**src/rtl/bbp_pkg.sv**
```systemverilog
package bbp_pkg;
  localparam int unsigned BYTE_W = 8;

  typedef struct packed {
    logic        mode8;
    logic        write;
    logic        word;
  } bbp_kind_t;
endpackage

```
**src/rtl/bbp_plan.sv**
```systemverilog
module bbp_plan #(
  parameter int unsigned AW = 20
) (
  input  logic          mode8,
  input  logic          is_word,
  input  logic [AW-1:0] base_addr,
  input  logic          phase,
  output logic          two_cycle,
  output logic          full_word,
  output logic [AW-1:0] cyc_addr,
  output logic          sel_even,
  output logic          sel_odd,
  output logic          lane_hi
);
  always_comb begin
    two_cycle = is_word && (mode8 || base_addr[0]);
    full_word = is_word && !mode8 && !base_addr[0];
    cyc_addr  = phase ? (base_addr + AW'(1)) : base_addr;
    if (mode8) begin
      sel_even = 1'b1;
      sel_odd  = 1'b0;
      lane_hi  = 1'b0;
    end else if (full_word) begin
      sel_even = 1'b1;
      sel_odd  = 1'b1;
      lane_hi  = 1'b0;
    end else begin
      sel_even = !cyc_addr[0];
      sel_odd  = cyc_addr[0];
      lane_hi  = cyc_addr[0];
    end
  end
endmodule

```
**src/rtl/bbp_seq.sv**
```systemverilog
module bbp_seq #(
  parameter int unsigned WAIT_CYCLES = 1
) (
  input  logic clk,
  input  logic rst_n,
  input  logic start,
  input  logic two_cycle,
  output logic active,
  output logic phase,
  output logic cyc_end,
  output logic done
);
  localparam int unsigned WCW = (WAIT_CYCLES > 0) ? $clog2(WAIT_CYCLES + 1) : 1;
  localparam logic [WCW-1:0] WLAST = WCW'(WAIT_CYCLES);

  logic           active_q, active_d;
  logic           phase_q, phase_d;
  logic [WCW-1:0] wcnt_q, wcnt_d;
  logic           done_q, done_d;

  always_comb begin
    active_d = active_q;
    phase_d  = phase_q;
    wcnt_d   = wcnt_q;
    cyc_end  = active_q && (wcnt_q == WLAST);
    done_d   = cyc_end && (!two_cycle || phase_q);
    if (!active_q) begin
      if (start) begin
        active_d = 1'b1;
        phase_d  = 1'b0;
        wcnt_d   = '0;
      end
    end else if (cyc_end) begin
      wcnt_d = '0;
      if (two_cycle && !phase_q) phase_d = 1'b1;
      else active_d = 1'b0;
    end else begin
      wcnt_d = wcnt_q + WCW'(1);
    end
  end

  always_ff @(posedge clk or negedge rst_n) begin
    if (!rst_n) begin
      active_q <= 1'b0;
      phase_q  <= 1'b0;
      wcnt_q   <= '0;
      done_q   <= 1'b0;
    end else begin
      active_q <= active_d;
      phase_q  <= phase_d;
      wcnt_q   <= wcnt_d;
      done_q   <= done_d;
    end
  end

  assign active = active_q;
  assign phase  = phase_q;
  assign done   = done_q;
endmodule

```
**src/rtl/bbp_steer.sv**
```systemverilog
module bbp_steer #(
  parameter int unsigned DW = 16
) (
  input  logic          clk,
  input  logic          rst_n,
  input  logic          clear,
  input  logic          capture,
  input  logic          full_word,
  input  logic          lane_hi,
  input  logic          byte_hi,
  input  logic [DW-1:0] cpu_wdata,
  input  logic [DW-1:0] mem_rdata,
  output logic [DW-1:0] mem_wdata,
  output logic [DW-1:0] cpu_rdata
);
  localparam int unsigned BW = bbp_pkg::BYTE_W;

  logic [BW-1:0] wbyte, rbyte;
  logic [DW-1:0] rd_q, rd_d;
  logic          rd_en;

  always_comb begin
    wbyte = byte_hi ? cpu_wdata[DW-1:BW] : cpu_wdata[BW-1:0];
    if (full_word)    mem_wdata = cpu_wdata;
    else if (lane_hi) mem_wdata = {wbyte, {BW{1'b0}}};
    else              mem_wdata = {{BW{1'b0}}, wbyte};
    rbyte = lane_hi ? mem_rdata[DW-1:BW] : mem_rdata[BW-1:0];
  end

  always_comb begin
    rd_en = clear || capture;
    rd_d  = rd_q;
    if (clear) rd_d = '0;
    else if (capture) begin
      if (full_word)    rd_d = mem_rdata;
      else if (byte_hi) rd_d[DW-1:BW] = rbyte;
      else              rd_d[BW-1:0] = rbyte;
    end
  end

  always_ff @(posedge clk or negedge rst_n) begin
    if (!rst_n) rd_q <= '0;
    else if (rd_en) rd_q <= rd_d;
  end

  assign cpu_rdata = rd_q;
endmodule

```
**src/rtl/byte_bank_port.sv**
```systemverilog
module byte_bank_port #(
  parameter int unsigned AW          = 20,
  parameter int unsigned DW          = 16,
  parameter int unsigned WAIT_CYCLES = 1
) (
  input  logic          clk,
  input  logic          rst_n,
  input  logic          bus8_mode,
  input  logic          req_valid,
  input  logic          req_write,
  input  logic          req_word,
  input  logic [AW-1:0] req_addr,
  input  logic [DW-1:0] req_wdata,
  output logic          port_idle,
  output logic          rsp_done,
  output logic [DW-1:0] rsp_rdata,
  output logic [AW-1:0] mem_addr,
  output logic          mem_en_even,
  output logic          mem_en_odd,
  output logic          mem_we,
  output logic [DW-1:0] mem_wdata,
  input  logic [DW-1:0] mem_rdata
);
  import bbp_pkg::*;

  logic [1:0] rst_sync_q;
  logic       rst_int_n;

  always_ff @(posedge clk or negedge rst_n) begin
    if (!rst_n) rst_sync_q <= 2'b00;
    else        rst_sync_q <= {rst_sync_q[0], 1'b1};
  end
  assign rst_int_n = rst_sync_q[1];

  bbp_kind_t     kind_q, kind_d;
  logic [AW-1:0] addr_q, addr_d;
  logic [DW-1:0] wdata_q, wdata_d;
  logic          start, active, phase, cyc_end, done;
  logic          two_cycle, full_word, sel_even, sel_odd, lane_hi;
  logic [AW-1:0] cyc_addr;

  assign start = req_valid && !active;

  always_comb begin
    kind_d  = kind_q;
    addr_d  = addr_q;
    wdata_d = wdata_q;
    if (start) begin
      kind_d  = '{mode8: bus8_mode, write: req_write, word: req_word};
      addr_d  = req_addr;
      wdata_d = req_wdata;
    end
  end

  always_ff @(posedge clk or negedge rst_int_n) begin
    if (!rst_int_n) begin
      kind_q  <= '0;
      addr_q  <= '0;
      wdata_q <= '0;
    end else if (start) begin
      kind_q  <= kind_d;
      addr_q  <= addr_d;
      wdata_q <= wdata_d;
    end
  end

  bbp_plan #(.AW(AW)) u_plan (
    .mode8     (kind_q.mode8),
    .is_word   (kind_q.word),
    .base_addr (addr_q),
    .phase     (phase),
    .two_cycle (two_cycle),
    .full_word (full_word),
    .cyc_addr  (cyc_addr),
    .sel_even  (sel_even),
    .sel_odd   (sel_odd),
    .lane_hi   (lane_hi)
  );

  bbp_seq #(.WAIT_CYCLES(WAIT_CYCLES)) u_seq (
    .clk       (clk),
    .rst_n     (rst_int_n),
    .start     (start),
    .two_cycle (two_cycle),
    .active    (active),
    .phase     (phase),
    .cyc_end   (cyc_end),
    .done      (done)
  );

  bbp_steer #(.DW(DW)) u_steer (
    .clk       (clk),
    .rst_n     (rst_int_n),
    .clear     (start),
    .capture   (cyc_end && !kind_q.write),
    .full_word (full_word),
    .lane_hi   (lane_hi),
    .byte_hi   (phase),
    .cpu_wdata (wdata_q),
    .mem_rdata (mem_rdata),
    .mem_wdata (mem_wdata),
    .cpu_rdata (rsp_rdata)
  );

  assign port_idle   = !active;
  assign rsp_done    = done;
  assign mem_addr    = active ? cyc_addr : '0;
  assign mem_en_even = active && sel_even;
  assign mem_en_odd  = active && sel_odd;
  assign mem_we      = active && kind_q.write;
endmodule

```
**config.mk**
```make
export PLATFORM = sky130hd
export DESIGN_NAME = byte_bank_port
export DESIGN_NICKNAME = d
export VERILOG_FILES = /design/src/rtl/bbp_pkg.sv /design/src/rtl/bbp_plan.sv /design/src/rtl/bbp_seq.sv /design/src/rtl/bbp_steer.sv /design/src/rtl/byte_bank_port.sv
export SDC_FILE = /design/constraint.sdc
export NUM_CORES = 1
export LEC_CHECK = 0
export ABC_CLOCK_PERIOD_IN_PS = 3100
export BUFFER_PORTS_ARGS = -buffer_cell sky130_fd_sc_hd__buf_2
export CELL_PAD_IN_SITES_DETAIL_PLACEMENT = 0
export CELL_PAD_IN_SITES_GLOBAL_PLACEMENT = 2
export CORE_ASPECT_RATIO = 1.5
export CORE_MARGIN = 2
export CORE_UTILIZATION = 32
export CTS_CLUSTER_DIAMETER = 80
export DETAILED_ROUTE_END_ITERATION = 10
export PLACE_DENSITY_LB_ADDON = 0.1
export RECOVER_POWER = 100
export SLEW_MARGIN = 5
export SYNTH_ARGS = -nofsm -noshare
export SYNTH_HDL_FRONTEND = slang
export SYNTH_HIERARCHICAL = 1
export SYNTH_SLANG_ARGS = --single-unit
```
**constraint.sdc**
```tcl
create_clock -name clk -period 3.1 [get_ports clk]
set_clock_uncertainty 0.15 [all_clocks]
set_input_delay 0.775 -clock clk [delete_from_list [all_inputs] [get_ports clk]]
set_output_delay 0.775 -clock clk [all_outputs]
set_load 0.02 [all_outputs]
```
After elaboration in Yosys (flattened, before gate mapping)
Index checks and enable logic that the tools add are counted.
{"block": "op_classes", "addsub": 2, "n_eq_ne": 3, "n_mux": 27, "n_reduce_logical": 27}
{"cell": "2-to-1 mux 16 bit", "count": 5}
{"cell": "2-to-1 mux 20 bit", "count": 2}
{"cell": "2-to-1 mux 8 bit", "count": 4}
{"cell": "adder 20 x 1 -> 20 bit, second input constant", "count": 1}
{"cell": "2-to-1 mux 1 bit", "count": 16}
{"cell": "logical AND 1 bit", "count": 11}
{"cell": "AND reduction 3 bit", "count": 3}
{"cell": "logical NOT 1 bit", "count": 7}
{"cell": "!= test 2 bit, second input constant", "count": 2}
{"cell": "nonzero test 2 bit", "count": 2}
{"cell": "logical OR 1 bit", "count": 3}
{"cell": "!= test 3 x 2 -> 1 bit, second input constant", "count": 1}
{"cell": "nonzero test 3 bit", "count": 1}
{"cell": "adder 1 bit, second input constant", "count": 1}
{"block": "word_totals", "regBits": 61, "in_bits": 58, "output_inout_bits": 57, "word_cells": 71}

Depth between registers and ports, before layout
{"block": "depth", "depth_word": 10, "ltp_mapped": 8, "mapped_depth_nobuf": 6}

Modules after synthesis
Netlist, hierarchy kept.
{"mod": "byte_bank_port", "instances": 1, "cells_per_inst": 113, "area_per_inst_um2": 1835.5, "seq_area_each_um2": 1026.0}
{"mod": "bbp_steer", "instances": 1, "cells_per_inst": 115, "area_per_inst_um2": 1127.3, "seq_area_each_um2": 400.4}
{"mod": "bbp_plan", "instances": 1, "cells_per_inst": 60, "area_per_inst_um2": 483.0, "seq_area_each_um2": 0.0}
{"mod": "bbp_seq", "instances": 1, "cells_per_inst": 15, "area_per_inst_um2": 162.7, "seq_area_each_um2": 100.1}

Worst setup path before layout
No wires, ideal clock.
{"block": "synth_path", "kind": "register to output", "start": "register addr_q[0]", "end": "output port mem_wdata[0]", "arrival_time_ns": 1.904, "required_ns": 2.175, "path_slack_ns": 0.271, "path_stages_with_launch": 7, "path_buffers": 2, "path_cell_list": "dfrtp_1 > nor3b_1 > or3_1 > inv_1 > buf_4 > clkbuf_1 > o21ai_0"}
{"block": "synth_between", "elab_chain_len": 6, "word_cells_on_any_way": 8, "cone_classes": "add/sub: 1; mux: 5; reduce/logical: 2"}
{"element": "from (decl)", "line_no": "byte_bank_port.sv:36", "text": "logic [AW-1:0] addr_q, addr_d;"}
{"element": "from (signal assigned)", "line_no": "byte_bank_port.sv:62", "text": "addr_q <= addr_d;"}
{"element": "logical NOT 1 bit", "line_no": "bbp_plan.sv:17", "text": "full_word = is_word && !mode8 && !base_addr[0];"}
{"element": "logical AND 1 bit", "line_no": "bbp_plan.sv:17"}
{"element": "named net full_word", "line_no": "byte_bank_port.sv:39", "text": "logic two_cycle, full_word, sel_even, sel_odd, lane_hi;"}
{"element": "2-to-1 mux 1 bit", "line_no": "bbp_plan.sv:23", "text": "end else if (full_word) begin"}
{"element": "2-to-1 mux 1 bit", "line_no": "bbp_plan.sv:19", "text": "if (mode8) begin"}
{"element": "named net lane_hi", "line_no": "byte_bank_port.sv:39"}
{"element": "2-to-1 mux 16 bit", "line_no": "bbp_steer.sv:25", "text": "else if (lane_hi) mem_wdata = {wbyte, {BW{1'b0}}};"}
{"element": "2-to-1 mux 16 bit", "line_no": "bbp_steer.sv:24", "text": "if (full_word) mem_wdata = cpu_wdata;"}
{"element": "to (decl)", "line_no": "byte_bank_port.sv:21", "text": "output logic [DW-1:0] mem_wdata,"}
The timed path passes the listed nets, and every way through them passes these cells.

Worst setup path after layout
{"block": "layout_path", "start": "register addr_q[0]", "end": "output port mem_wdata[8]"}
{"block": "layout_between", "elab_chain_len": 6, "word_cells_on_any_way": 8, "cone_classes": "add/sub: 1; mux: 5; reduce/logical: 2"}
{"element": "logical NOT 1 bit *", "line_no": "bbp_plan.sv:17"}
{"element": "logical AND 1 bit *", "line_no": "bbp_plan.sv:17"}
{"element": "named net full_word", "line_no": "byte_bank_port.sv:39"}
{"element": "2-to-1 mux 1 bit", "line_no": "bbp_plan.sv:23"}
{"element": "2-to-1 mux 1 bit", "line_no": "bbp_plan.sv:19"}
{"element": "2-to-1 mux 16 bit", "line_no": "bbp_steer.sv:25"}
{"element": "2-to-1 mux 16 bit *", "line_no": "bbp_steer.sv:24"}
The timed path passes the listed nets; every way through them passes the cells marked *.

==> results.toml <==
[drt]
finalWirelength_um = 9459
drc = 0
wl_per_cell_um = 16.31
vias = 2773
drt-vias-per-instance = 4.781
drtAntennaViolNets = 0
drt_iter0_markers = 87
drtPass1Iterations = 4

[power_and_ir_drop]
power_frac_clock = 0.187
p_int_mw = 2.962
power_density_nw_per_um2 = 1196
p_total_mw = 5.388
peakVddDrop_mv = 0.5065
power_switching_mw = 2.425
p_leak_nw = 2.038
switching_share = 0.4502
p_seq_frac = 0.303
pwr-share-comb = 0.510

[outcome]
status = "complete, no violations"

[clocking]
cts_hold_buf = 0
cts_tree = "yes"
path_clk_slew_ns = 0.05
cts_buffers = 9
clock-sinks = 61
clk_latency_ns = 0.33
root_buffer = "clkbuf_16"
clk_path_buf_depth = 2
htree_levels = 3

[setup_path]
crit_chain = "nor3b_4 > buf_6 > nor2_1 > clkbuf_4 > a22o_1 > a22o_1 > buf_2"
slowest_delay_ns = 0.47
crit_type = "flip-flop to output pin"
r2r_setup_slack_ns = 0.42
path_buf_inv = 3
crit_family = "buffers and inverters"
cpMostUsedCell = "a22o_1"
startpoint_type = "flip-flop"
critPathSlowestCell = "dfrtp_2"
cp-end-kind = "output pin"
required_ns = 2.17
cp_max_fo = 17
worstPathArrival_ns = 2.08

[placed_design]
finalWeightedCongestion = 0.7461
dp_hpwl_um = 6782
io_buffers = 114

[layout]
fin_nets = 487
insertedDiodeCount = 0
area_delta_synth_final_pct = 24.79
drive_gt1_frac = 0.3095
fillers = 1195
final_util = 0.4095

[grt]
grtUsageTotal = 0.1582
grt_pass1_wl_um = 14990
grt_max_degree = 24
antenna_found_initial = 0
overflow = 0
first_global_vias = 2807

[sta]
worst_pin_slew_ns = 1.275
post-route-period-util = 0.9684
layout_min_cycle_time_ns = 3.002
fin_setup_tns_ns = 0
finalMaxSlewViolations = 0
setup_viol_count_final = 0
whs_ns = 0.08905
relSlewSlack = 0.1500
finalHoldViolCount = 0
rsz0062_at_grt = "false"
clock.fmax_mhz = 333.1

[yosys]
synth_top_cell_area_share = 0.4230
ys_types = 43
ys_top_cells_by_area = "dfrtp_1 42%, mux2_4 16%, mux2i_1 4.4%"
yosysWarnings = 6
synth-seq-cells = 61
synth_cells = 303
synth_seq_area_share = 0.4230
yosysTopAreaCell = "dfrtp_1"
synth.net_count = 362
netlist_area_um2 = 3608
syn_avg_cell_area_um2 = 11.91

[die]
die_w_um = 90.71
fp.coreArea_um2 = 11000
ios = 115
rows = 47
die_h_um = 134.1
dieArea_um2 = 12160
initial_core_util = 0.3281

[hold_path]
min_path_type = "input pin to asynchronous set/reset pin"

[flow_run]
maxCapViolations = 0
cell families (layout without fill, tap and decap cells):
kind of cell / after synthesis / in the layout / share of synthesized area
compound gates: 56 / 56 / 0.1165
xor+xnor: 19 / 19 / 0.04612
fa+ha+maj: 1 / 1 / 0.003467
buf+inv: 19 / 149 / 0.03328
flops: 61 / 61 / 0.4230
mux: 56 / 56 / 0.2098
other cells: 1 / 1 / 0.001039
simple gates: 90 / 90 / 0.1668
through the flow:
step / setup WS, ns / area, um2 / cells
floorplan: 0.2707 / 3608 / 303
global placement: 0.3570 / 4367 / 561
detailed placement: 0.3134 / 4367 / 561
CTS: 0.005024 / 4673 / 577
global route: 0.003241 / 4503 / 580
finish: 0.09801 / 4503 / 580
synth_stat cells, drive strengths merged:
library cell and number:
nand2b 3, or3b 1, dfrtp 61, ha 1, o21a 1, conb 1
nor4 3, nand2 15, nor2b 11, mux2i 16, xor2 9, nor3b 1
nand3 9, and2b 2, nor3 1, mux2 40, o21bai 1, a22o 16
inv 4, clkbuf 5, nand4 5, nor2 7, o21ai 9, buf 10
a21oi 13, or3 1, or2 1, o2bb2ai 16, and3 4, and2 25
xnor2 10, and4 1
power groups by stage:
stage | logic (mW) | registers, mW | clock network, mW
2_1_floorplan | 2.12 | 1.65 | 0
5_1_grt | 3.00 | 1.70 | 1.07
3_5_place_dp | 3.02 | 1.65 | 0
4_1_cts | 3.04 | 1.64 | 1.03
6_report | 2.75 | 1.63 | 1.01
3_3_place_gp | 3.01 | 1.64 | 0
flip-flops by register name, indices dropped and copies added (netlist names):
signal,count
addr_q,20
u_steer/cpu_rdata,16
wdata_q,16
kind_q,3
rst_sync_q,2
u_seq/active,1
u_seq/done,1
u_seq/phase,1
u_seq/wcnt_q,1
metal layers:
| layer | GRT usage | routed length [um] | up-vias |
|---|---|---|---|
| li1 | - | - | 1337 |
| met1 | 0.2040 | 4185 | 1345 |
| met2 | 0.2517 | 4575 | 80 |
| met3 | 0.04270 | 547 | 11 |
| met4 | 0.06410 | 150 | 0 |
| met5 | 0 | 0 | - |
placed cells by master (no fill, tap or decap), drive strengths merged, types with 2 or more instances in the layout:
master,instances
nand2b,3
a21oi,13
nor2b,11
o2bb2ai,16
nor2,7
clkbuf,59
nand4,5
nand2,15
buf,79
clkinv,2
and2b,2
nand3,9
and3,4
xnor2,10
xor2,9
nor4,3
dfrtp,61
o21ai,9
mux2i,16
a22o,16
clkinvlp,5
mux2,40
inv,3
and2,25
repair_timing:
item	4_1_cts	5_1_grt
setup endpoints to repair	14	24
pin swaps	0	1
buffers inserted	0	2
gates resized for setup	2	6
gates cloned	0	1
endpoints found under the hold margin	0	0
final cells by class:
cell class                 instances  area [um2]  share of cell area
clock buffer                      10       239.0             0.05307
clock inverter                     6       62.56             0.01389
inverter                           4       18.77            0.004168
multi-input combinational        223        1841              0.4087
sequential                        61        1528              0.3393
tap                              147       183.9             0.04084
timing repair buffer             128       623.1              0.1384
timing repair inverter             1       7.507            0.001667
path summary, 6_finish.rpt:
check	end	cells after the start	startpoint
max	mem_wdata[8]	7	addr_q[0]$_DFFE_PN0P_
min	rst_sync_q[0]$_DFF_PN0_	1	rst_n
max reg2reg	u_steer/cpu_rdata[3]$_DFFE_PN0P_	8	u_seq/phase$_DFFE_PN0P_
min reg2reg	u_steer/cpu_rdata[15]$_DFFE_PN0P_	0	rst_sync_q[1]$_DFF_PN0_
max in group asynchronous	addr_q[0]$_DFFE_PN0P_	1	rst_sync_q[1]$_DFF_PN0_
min in group clk	rst_sync_q[1]$_DFF_PN0_	0	rst_sync_q[0]$_DFF_PN0_
Note: power is estimated with default switching activity, not from simulation.
